<file path="src/rtl/mct_pkg.sv">
package mct_pkg;

    typedef enum logic [3:0] {
        PH_IDLE,
        PH_GAP,
        PH_PRE,
        PH_SETTLE,
        PH_XFER,
        PH_SPC1,
        PH_SIG,
        PH_SPC2,
        PH_RST,
        PH_SPC3,
        PH_PRST,
        PH_DONE
    } phase_e;

    // Phase that follows a timed strobe once its width has elapsed.
    function automatic phase_e after_pulse(input phase_e ph);
        case (ph)
            PH_XFER: return PH_SPC1;
            PH_SIG:  return PH_SPC2;
            PH_RST:  return PH_SPC3;
            PH_PRST: return PH_DONE;
            default: return PH_IDLE;
        endcase
    endfunction

    // Phase that follows a one-cycle spacer.
    function automatic phase_e after_spacer(input phase_e ph);
        case (ph)
            PH_SETTLE: return PH_XFER;
            PH_SPC1:   return PH_SIG;
            PH_SPC2:   return PH_RST;
            PH_SPC3:   return PH_PRST;
            default:   return PH_IDLE;
        endcase
    endfunction

endpackage

</file>
<file path="src/rtl/mct_cfg_latch.sv">
module mct_cfg_latch #(
    parameter int CNT_W     = 16,
    parameter int XFER_IN_W = 3,
    parameter int MAX_XFER  = 4,
    parameter int NM1_W     = 2
) (
    input  logic                 clk,
    input  logic                 rst_n,
    input  logic                 load,
    input  logic [XFER_IN_W-1:0] xfer_raw,
    input  logic [CNT_W-1:0]     gap_raw,
    input  logic [CNT_W-1:0]     wid_raw,
    output logic [NM1_W-1:0]     nm1,
    output logic [CNT_W-1:0]     gap_len,
    output logic [CNT_W-1:0]     wid_len
);

    localparam logic [XFER_IN_W-1:0] MAX_RAW = XFER_IN_W'(MAX_XFER);

    typedef struct packed {
        logic [NM1_W-1:0] nm1;
        logic [CNT_W-1:0] gap;
        logic [CNT_W-1:0] wid;
    } cfg_t;

    cfg_t cfg_q, cfg_d;

    always_comb begin
        cfg_d = cfg_q;
        if (load) begin
            if (xfer_raw == '0)
                cfg_d.nm1 = '0;
            else if (xfer_raw > MAX_RAW)
                cfg_d.nm1 = NM1_W'(MAX_XFER - 1);
            else
                cfg_d.nm1 = NM1_W'(xfer_raw - XFER_IN_W'(1));
            cfg_d.gap = (gap_raw == '0) ? CNT_W'(1) : gap_raw;
            cfg_d.wid = (wid_raw == '0) ? CNT_W'(1) : wid_raw;
        end
    end

    always_ff @(posedge clk) begin
        if (!rst_n) begin
            cfg_q.nm1 <= '0;
            cfg_q.gap <= CNT_W'(1);
            cfg_q.wid <= CNT_W'(1);
        end else begin
            cfg_q <= cfg_d;
        end
    end

    assign nm1     = cfg_q.nm1;
    assign gap_len = cfg_q.gap;
    assign wid_len = cfg_q.wid;

endmodule

</file>
<file path="src/rtl/mct_row_fsm.sv">
module mct_row_fsm
    import mct_pkg::*;
#(
    parameter int NUM_ROWS = 3000,
    parameter int CNT_W    = 16,
    parameter int NM1_W    = 2,
    parameter int ROW_W    = 12
) (
    input  logic             clk,
    input  logic             rst_n,
    input  logic             frame_start,
    input  logic [NM1_W-1:0] nm1,
    input  logic [CNT_W-1:0] gap_len,
    input  logic [CNT_W-1:0] wid_len,
    output phase_e           phase,
    output logic [ROW_W-1:0] row,
    output logic             idle
);

    localparam logic [ROW_W-1:0] LAST_ROW = ROW_W'(NUM_ROWS - 1);

    typedef struct packed {
        phase_e           phase;
        logic [CNT_W-1:0] cnt;
        logic [NM1_W-1:0] npre;
        logic [ROW_W-1:0] row;
    } st_t;

    st_t st_q, st_d;
    logic gap_end, wid_end;

    always_comb begin
        st_d    = st_q;
        gap_end = (st_q.cnt == gap_len - CNT_W'(1));
        wid_end = (st_q.cnt == wid_len - CNT_W'(1));
        case (st_q.phase)
            PH_IDLE: begin
                if (frame_start) begin
                    st_d.phase = PH_GAP;
                    st_d.cnt   = '0;
                    st_d.npre  = '0;
                    st_d.row   = '0;
                end
            end
            PH_GAP: begin
                if (gap_end) begin
                    st_d.cnt   = '0;
                    st_d.phase = (st_q.npre == nm1) ? PH_SETTLE : PH_PRE;
                end else begin
                    st_d.cnt = st_q.cnt + CNT_W'(1);
                end
            end
            PH_PRE: begin
                if (wid_end) begin
                    st_d.cnt   = '0;
                    st_d.npre  = st_q.npre + NM1_W'(1);
                    st_d.phase = PH_GAP;
                end else begin
                    st_d.cnt = st_q.cnt + CNT_W'(1);
                end
            end
            PH_XFER, PH_SIG, PH_RST, PH_PRST: begin
                if (wid_end) begin
                    st_d.cnt   = '0;
                    st_d.phase = after_pulse(st_q.phase);
                end else begin
                    st_d.cnt = st_q.cnt + CNT_W'(1);
                end
            end
            PH_SETTLE, PH_SPC1, PH_SPC2, PH_SPC3: begin
                st_d.phase = after_spacer(st_q.phase);
            end
            PH_DONE: begin
                if (st_q.row == LAST_ROW) begin
                    st_d.phase = PH_IDLE;
                end else begin
                    st_d.row   = st_q.row + ROW_W'(1);
                    st_d.phase = PH_GAP;
                    st_d.cnt   = '0;
                    st_d.npre  = '0;
                end
            end
            default: st_d.phase = PH_IDLE;
        endcase
    end

    always_ff @(posedge clk) begin
        if (!rst_n) begin
            st_q.phase <= PH_IDLE;
            st_q.cnt   <= '0;
            st_q.npre  <= '0;
            st_q.row   <= '0;
        end else begin
            st_q <= st_d;
        end
    end

    assign phase = st_q.phase;
    assign row   = st_q.row;
    assign idle  = (st_q.phase == PH_IDLE);

endmodule

</file>
<file path="src/rtl/mct_strobe_decode.sv">
module mct_strobe_decode
    import mct_pkg::*;
(
    input  phase_e phase,
    output logic   row_sel,
    output logic   xfer_gate,
    output logic   fd_reset,
    output logic   samp_sig,
    output logic   samp_rst,
    output logic   row_done
);

    always_comb begin
        row_sel   = phase inside {PH_SETTLE, PH_XFER, PH_SPC1, PH_SIG,
                                  PH_SPC2, PH_RST, PH_SPC3, PH_PRST};
        xfer_gate = (phase == PH_PRE) || (phase == PH_XFER);
        samp_sig  = (phase == PH_SIG);
        fd_reset  = (phase == PH_RST);
        samp_rst  = (phase == PH_PRST);
        row_done  = (phase == PH_DONE);
    end

endmodule

</file>
<file path="src/rtl/mct_row_seq.sv">
module mct_row_seq
    import mct_pkg::*;
#(
    parameter int  NUM_ROWS  = 3000,
    parameter int  CNT_W     = 16,
    localparam int ROW_W     = (NUM_ROWS > 1) ? $clog2(NUM_ROWS) : 1
) (
    input  logic             clk,
    input  logic             rst_n,
    input  logic             frame_start,
    input  logic [2:0]       xfer_count,
    input  logic [CNT_W-1:0] gap_cycles,
    input  logic [CNT_W-1:0] width_cycles,
    output logic [ROW_W-1:0] row_idx,
    output logic             row_sel,
    output logic             xfer_gate,
    output logic             fd_reset,
    output logic             samp_sig,
    output logic             samp_rst,
    output logic             row_done
);

    localparam int MAX_XFER = 4;
    localparam int NM1_W    = $clog2(MAX_XFER);

    logic [NM1_W-1:0] nm1;
    logic [CNT_W-1:0] gap_len, wid_len;
    logic             idle;
    phase_e           phase;

    mct_cfg_latch #(
        .CNT_W(CNT_W), .XFER_IN_W(3), .MAX_XFER(MAX_XFER), .NM1_W(NM1_W)
    ) u_cfg (
        .clk(clk), .rst_n(rst_n), .load(frame_start && idle),
        .xfer_raw(xfer_count), .gap_raw(gap_cycles), .wid_raw(width_cycles),
        .nm1(nm1), .gap_len(gap_len), .wid_len(wid_len)
    );

    mct_row_fsm #(
        .NUM_ROWS(NUM_ROWS), .CNT_W(CNT_W), .NM1_W(NM1_W), .ROW_W(ROW_W)
    ) u_fsm (
        .clk(clk), .rst_n(rst_n), .frame_start(frame_start),
        .nm1(nm1), .gap_len(gap_len), .wid_len(wid_len),
        .phase(phase), .row(row_idx), .idle(idle)
    );

    mct_strobe_decode u_dec (
        .phase(phase), .row_sel(row_sel), .xfer_gate(xfer_gate),
        .fd_reset(fd_reset), .samp_sig(samp_sig), .samp_rst(samp_rst),
        .row_done(row_done)
    );

endmodule

</file>
<file path="config.mk">
export PLATFORM = sky130hd
export DESIGN_NAME = mct_row_seq
export DESIGN_NICKNAME = d
export VERILOG_FILES = /design/src/rtl/mct_pkg.sv /design/src/rtl/mct_cfg_latch.sv /design/src/rtl/mct_row_fsm.sv /design/src/rtl/mct_strobe_decode.sv /design/src/rtl/mct_row_seq.sv
export SDC_FILE = /design/constraint.sdc
export NUM_CORES = 1
export LEC_CHECK = 0
export CAP_MARGIN = 20
export CORE_ASPECT_RATIO = 1.5
export CORE_MARGIN = 8
export CORE_UTILIZATION = 34
export DETAILED_ROUTE_END_ITERATION = 16
export DONT_BUFFER_PORTS = 1
export GPL_TIMING_DRIVEN = 1
export MAX_ROUTING_LAYER = met4
export PLACE_DENSITY = 0.49
export SLEW_MARGIN = 10
export SYNTH_ARGS = -nofsm -noshare
export SYNTH_HDL_FRONTEND = slang
export SYNTH_SLANG_ARGS = --single-unit
</file>
<file path="constraint.sdc">
create_clock -name clk -period 2.95 [get_ports clk]
set_clock_uncertainty 0.15 [all_clocks]
set_input_delay 0.59 -clock clk [delete_from_list [all_inputs] [get_ports clk]]
set_output_delay 0.59 -clock clk [all_outputs]
set_load 0.05 [all_outputs]
</file>
# ---- Word level (Yosys, flattened, before mapping)
# Index checks and enable logic that the tools add are counted.
dict set report totals {
  elab_cells 71
  out_inout_bits 18
  regBits 68
}
dict set report op_classes {
  n_eq_ne 20
  muxes 20
  n_addsub 6
  magnitude_cmp 1
  n_reduce_logical 17
}
# cell n
set ops {}
lappend ops {{$mux W16} 4}
lappend ops {{$pmux W16 S4} 1}
lappend ops {{$mux W34} 1}
lappend ops {{$eq A16 B16 Y1} 2}
lappend ops {{$logic_not A16 Y1} 2}
lappend ops {{$pmux W4 S4} 2}
lappend ops {{$sub A16 B1 Y16 const B} 2}
lappend ops {{$mux W30} 1}
lappend ops {{$pmux W12 S2} 1}
lappend ops {{$pmux W4 S6} 1}
lappend ops {{$add A16 B1 Y16 const B} 1}
lappend ops {{$eq A4 B3 Y1 const B} 4}
lappend ops {{$eq A4 B4 Y1 const B} 4}
lappend ops {{$add A12 B1 Y12 const B} 1}
lappend ops {{$eq A12 B12 Y1 const B} 1}
lappend ops {{$mux W4} 3}
lappend ops {{$eq A4 B2 Y1 const B} 2}
lappend ops {{$reduce_and A4 Y1} 2}
lappend ops {{$reduce_bool A8 Y1} 1}
lappend ops {{$reduce_or A4 Y1} 2}
lappend ops {{$mux W2} 3}
lappend ops {{$ne A2 B2 Y1 const B} 3}
lappend ops {{$pmux W2 S3} 1}
lappend ops {{$reduce_and A3 Y1} 2}
lappend ops {{15 further kinds} 17}

# ---- Longest topological paths before layout
dict set report logic_depth {
  depth_word 4
  depth_mapped 11
  ltp_nobuf 10
}

# ---- Modules after synthesis
# Synthesis repeated with hierarchy kept, for this count alone.
dict set report unflattened {
  cells_unflattened 533
  area_unflattened_um2 4523.1
}
# mod seq_area_each_um2 n_inst cells_each area_each_um2
set modules_own_cells {}
lappend modules_own_cells {mct_row_fsm 680.7 1 392 3034.2}
lappend modules_own_cells {mct_cfg_latch 680.7 1 130 1406.3}
lappend modules_own_cells {mct_strobe_decode 0.0 1 10 76.3}
lappend modules_own_cells {mct_row_seq 0.0 1 1 6.3}

# ---- Worst setup path after synthesis
# No wires, ideal clock.
dict set report synth_timing {
  path_kind {register to register}
  startpoint {register u_cfg.cfg_q, in the netlist u_cfg.wid_len[0]}
  endpoint {register u_fsm.st_q[13] (netlist name)}
  required_time_ns 2.684
  t_arrival_ns 2.816
  setup_time_ns 0.116
  path_stages_with_launch 11
  path_slack_ns -0.131
  cell_sequence {dfxtp_1 -> inv_1 -> ha_1 -> or3b_2 -> or3_1 -> mux2i_1 -> or3b_2 -> a2bb2oi_2 -> a21oi_1 -> or3b_1 -> a31o_1}
}
dict set report synth_via {
  elab_chain_len 4
}
# item line_no
set synth_lines {}
lappend synth_lines {{from (decl)} mct_cfg_latch.sv:26} ;# cfg_t cfg_q, cfg_d;
lappend synth_lines {{from (signal assigned)} mct_cfg_latch.sv:48} ;# cfg_q <= cfg_d;
lappend synth_lines {{$sub A16 B1 Y16} mct_row_fsm.sv:35} ;# wid_end = (st_q.cnt == wid_len - CNT_W'(1));
lappend synth_lines {{$eq A16 B16 Y1} mct_row_fsm.sv:35}
lappend synth_lines {{$ne A2 B2 Y1 (no source line)} --}
lappend synth_lines {{$reduce_and A4 Y1 (no source line)} --}
lappend synth_lines {{to (signal assigned)} mct_row_fsm.sv:94} ;# st_q <= st_d;
lappend synth_lines {{to (decl)} mct_row_fsm.sv:29} ;# st_t st_q, st_d;
# Every way passes these cells.
# A chain may end at the register's enable or synchronous reset.

# ---- Worst setup path after layout
dict set report layout_timing {
  startpoint {register u_cfg.cfg_q, in the netlist u_cfg.gap_len[6]}
  endpoint {register u_fsm.st_q[18] (netlist name)}
}
dict set report layout_via {
  elab_chain_len 4
}
# item line_no
set layout_lines {}
lappend layout_lines {{$sub A16 B1 Y16} mct_row_fsm.sv:34} ;# gap_end = (st_q.cnt == gap_len - CNT_W'(1));
lappend layout_lines {{$eq A16 B16 Y1} mct_row_fsm.sv:34}
lappend layout_lines {{$mux W16} mct_row_fsm.sv:46} ;# if (gap_end) begin
lappend layout_lines {{$pmux W16 S4} mct_row_fsm.sv:36} ;# case (st_q.phase)
# Every way passes these cells.

==> results.md <==
- Reg2Reg Launch Point: u_cfg.gap_len[6]
- Sequential share of the synthesized area: 0.307
- Residual DRC: 0
- Total GRT Usage: 0.168
- Met3 WL: between 500 and 600 um
- Cell Area, Synth: roughly 4400 um^2
- Initial cell density of the core: 0.344
- Antenna diodes: 0
- DP HPWL: 10.3 mm
- Nets: roughly 660
- Metal2 WL: about 7.8 mm
- Avg WL per Cell: 17.6 um
- WP data arrival: just over 3 ns
- Tightest Pin Transition: between 0.5 and 0.6 ns
- Total CTS buffers: 9
- Sink Count: 68
- GRT overflow: 0
- Mean post-synth cell area: between 7 and 8 um^2
- Hold Buf Count CTS: 0
- WS Path Type: reg2reg
- Critical Path Sink Type: register
- Syn Inst Count: just under 600
- CP Launch Point: u_cfg.gap_len[6]
- Period utilization: 1.02
- TritonCTS clock tree: done
- CTS clock-pin slew for the worst setup and hold paths: around 0.06 ns
- Vias per cell: approximately 5.5
- Worst hold path class: in2reg
- Most used flip-flop cell after synthesis: dfxtp_1
- Initial antenna violation count: 0
- Drt total wl: roughly 14 mm
- Worst vdd ir: around 0.00037 V
- Metal-1 WL: 5.06 mm
- F_max: about 330 MHz
- Num rows: 51
- Worst skew pair latency: ~0.34 ns
- Core area: between 10000 and 15000 um^2
- R2R Setup Slk: -0.07 ns
- Placed Area: between 4000 and 5000 um^2
- Number of port buffers: 0
- Die ar.: around 17000 um^2
- Final hold viol count: 0
- Die H: about 160 um
- Mapped Nets: 635
- Placer Congestion: about 0.86
- Yosys warning total: 0
- Lkg Pwr: around 2.0 nW
- First-pass GRT wire length: about 22 mm
- CTS Root Cell: clkbuf_16
- Max-slew headroom: 0.630
- Area grow syn2layout: 23.0%
- Total number of vias: 4300
- Area of all placed cells without fillers: roughly 5400 um^2
- CTS HTree Levels: 3
- Status: finished with violations
- Post-Layout Cell Count: 784
- Final setup margin: -0.0691 ns
- Antenna-violating nets left: 0
- Worst min-delay path startpoint: rst_n
- Post-layout min period: between 3 and 4 ns
- Pwr Density: between 700 and 800 nW/um^2
- Fin. max-slew vios: 0
- Flops & latches, synth: slightly below 70
- I/O Pins: 56
- Number of global-route vias before repair: about 4200
- Die X: ~110 um
- Bufs on Longest Clock Path: 2
- Largest net degree at the start of global routing: 36
- Failing checks: setup timing
- Max-cap violations: 0
- Post-synth EDFFs: 0
- Max Fanout on Critical Path: 7
- FFs w/ async S/R, synth: 0
- Top sig layer: met4
- Fraction of layout cells with a size suffix above 1: 0.211
- 1st-pass router iterations: 5
- Crit path launch type: register
- Unrepaired setup endpoints after global routing: true
- Crit path required time: 3.03 ns
- Final cell utilization of the core: 0.423
- Synth cell types: 65
- Placed Cells: about 760
- Initial DRC Count: ~270
- Setup Viol. Count Final: 6
==> critical path, stage by stage, from the launching register on <==
cell      delay (ns)
dfxtp_2         0.32
or4_4           0.58
buf_6           0.15
or4_4           0.49
o32ai_4         0.13
o32ai_4         0.13
nor4_4          0.35
buf_4           0.19
nor2_4          0.06
buf_6           0.14
o221ai_2        0.17
nand2_1         0.06
==> timing repair <==
action                                  CTS  global route
pin swaps                                 1            21
resized for setup                         4            34
endpoints found under the setup margin    9            20
gates cloned                              0             1
buffers inserted                          1             3
==> cells in the mapped netlist (8+ instances only) <==
master,instances,share of area
nor3_1,21,0.024
nand2_1,103,0.087
xnor2_1,34,0.067
nor2b_1,16,0.023
nand2b_1,9,0.013
buf_4,12,0.020
or3_1,8,0.011
o21ai_0,18,0.020
inv_1,17,0.014
nand3_1,14,0.016
a21oi_1,45,0.051
clkbuf_1,31,0.026
nor2_1,40,0.034
xor2_1,14,0.028
or4_1,11,0.019
nor4_1,17,0.024
dfxtp_1,68,0.31
==> through the flow <==
stage               setup TNS (ns)  total power, mW  setup slack (ns)  hold WS [ns]
global route                 -1.85             4.55            -0.209         0.176
global placement                 0             2.78            0.0134         0.329
finish                      -0.234             4.28           -0.0691         0.187
detailed placement          -0.346             2.81           -0.0647         0.341
CTS                        -0.0899             4.12           -0.0285         0.182
floorplan                        0             2.30           0.00301         0.300
==> routing by layer <==
metal | GRT usage | vias to the layer above
met5 | - | -
met4 | 0.0749 | 0
met3 | 0.0339 | 32
met2 | 0.309 | 104
met1 | 0.162 | 2045
li1 | - | 2119
==> state kept, by name, summed over array words and instances, names as in the netlist <==
name / flops
u_cfg.wid_len: 16
u_fsm.row: 12
u_cfg.gap_len: 16
u_cfg.nm1: 2
u_fsm.st_q: 18
u_fsm.phase: 4
==> final cells by class <==
cell class,instances,area (um^2)
clock buffer,10,239
clock inverter,6,111
fill,1338,7440
inverter,18,67.6
multi-input combinational,456,2940
sequential,68,1370
tap,159,199
timing repair buffer,67,523
==> logic make-up after synthesis <==
group,synth area share
compound gates,0.167
mux,0.00706
fa+ha+maj,0.0164
buf+inv,0.0731
simple gates,0.335
flops,0.307
xor+xnor,0.0949
==> placed cells by master, fill, tap and decap left out, types with 6 or more instances in the layout <==
cell type,n
and3_1,6
xnor2_1,34
inv_1,15
nor4_1,15
o22ai_1,6
or4_1,7
a21oi_1,43
nor2_1,40
nor2b_1,15
or3_1,7
nand2b_1,9
buf_4,64
nor3_1,19
xor2_1,14
clkbuf_16,9
dfxtp_1,65
o21ai_0,17
nand4_1,6
nand2_1,103
nand3_1,13
==> path summary, 6_finish.rpt <==
path                           end  cells past startpoint
setup / recovery    u_fsm.st_q[18]                     11
hold / removal    u_cfg.wid_len[0]                      1
setup reg to reg    u_fsm.st_q[18]                     11
hold reg to reg   u_cfg.wid_len[1]                      2
==> report_power, final <==
group	internal (mW)	switching, mW	total (mW)	leakage [nW]
combinational	0.785	1.05	1.84	1.30
sequential	1.04	0.133	1.17	0.554
clock	0.849	0.423	1.27	0.169
(Power assumes the default switching activity.)
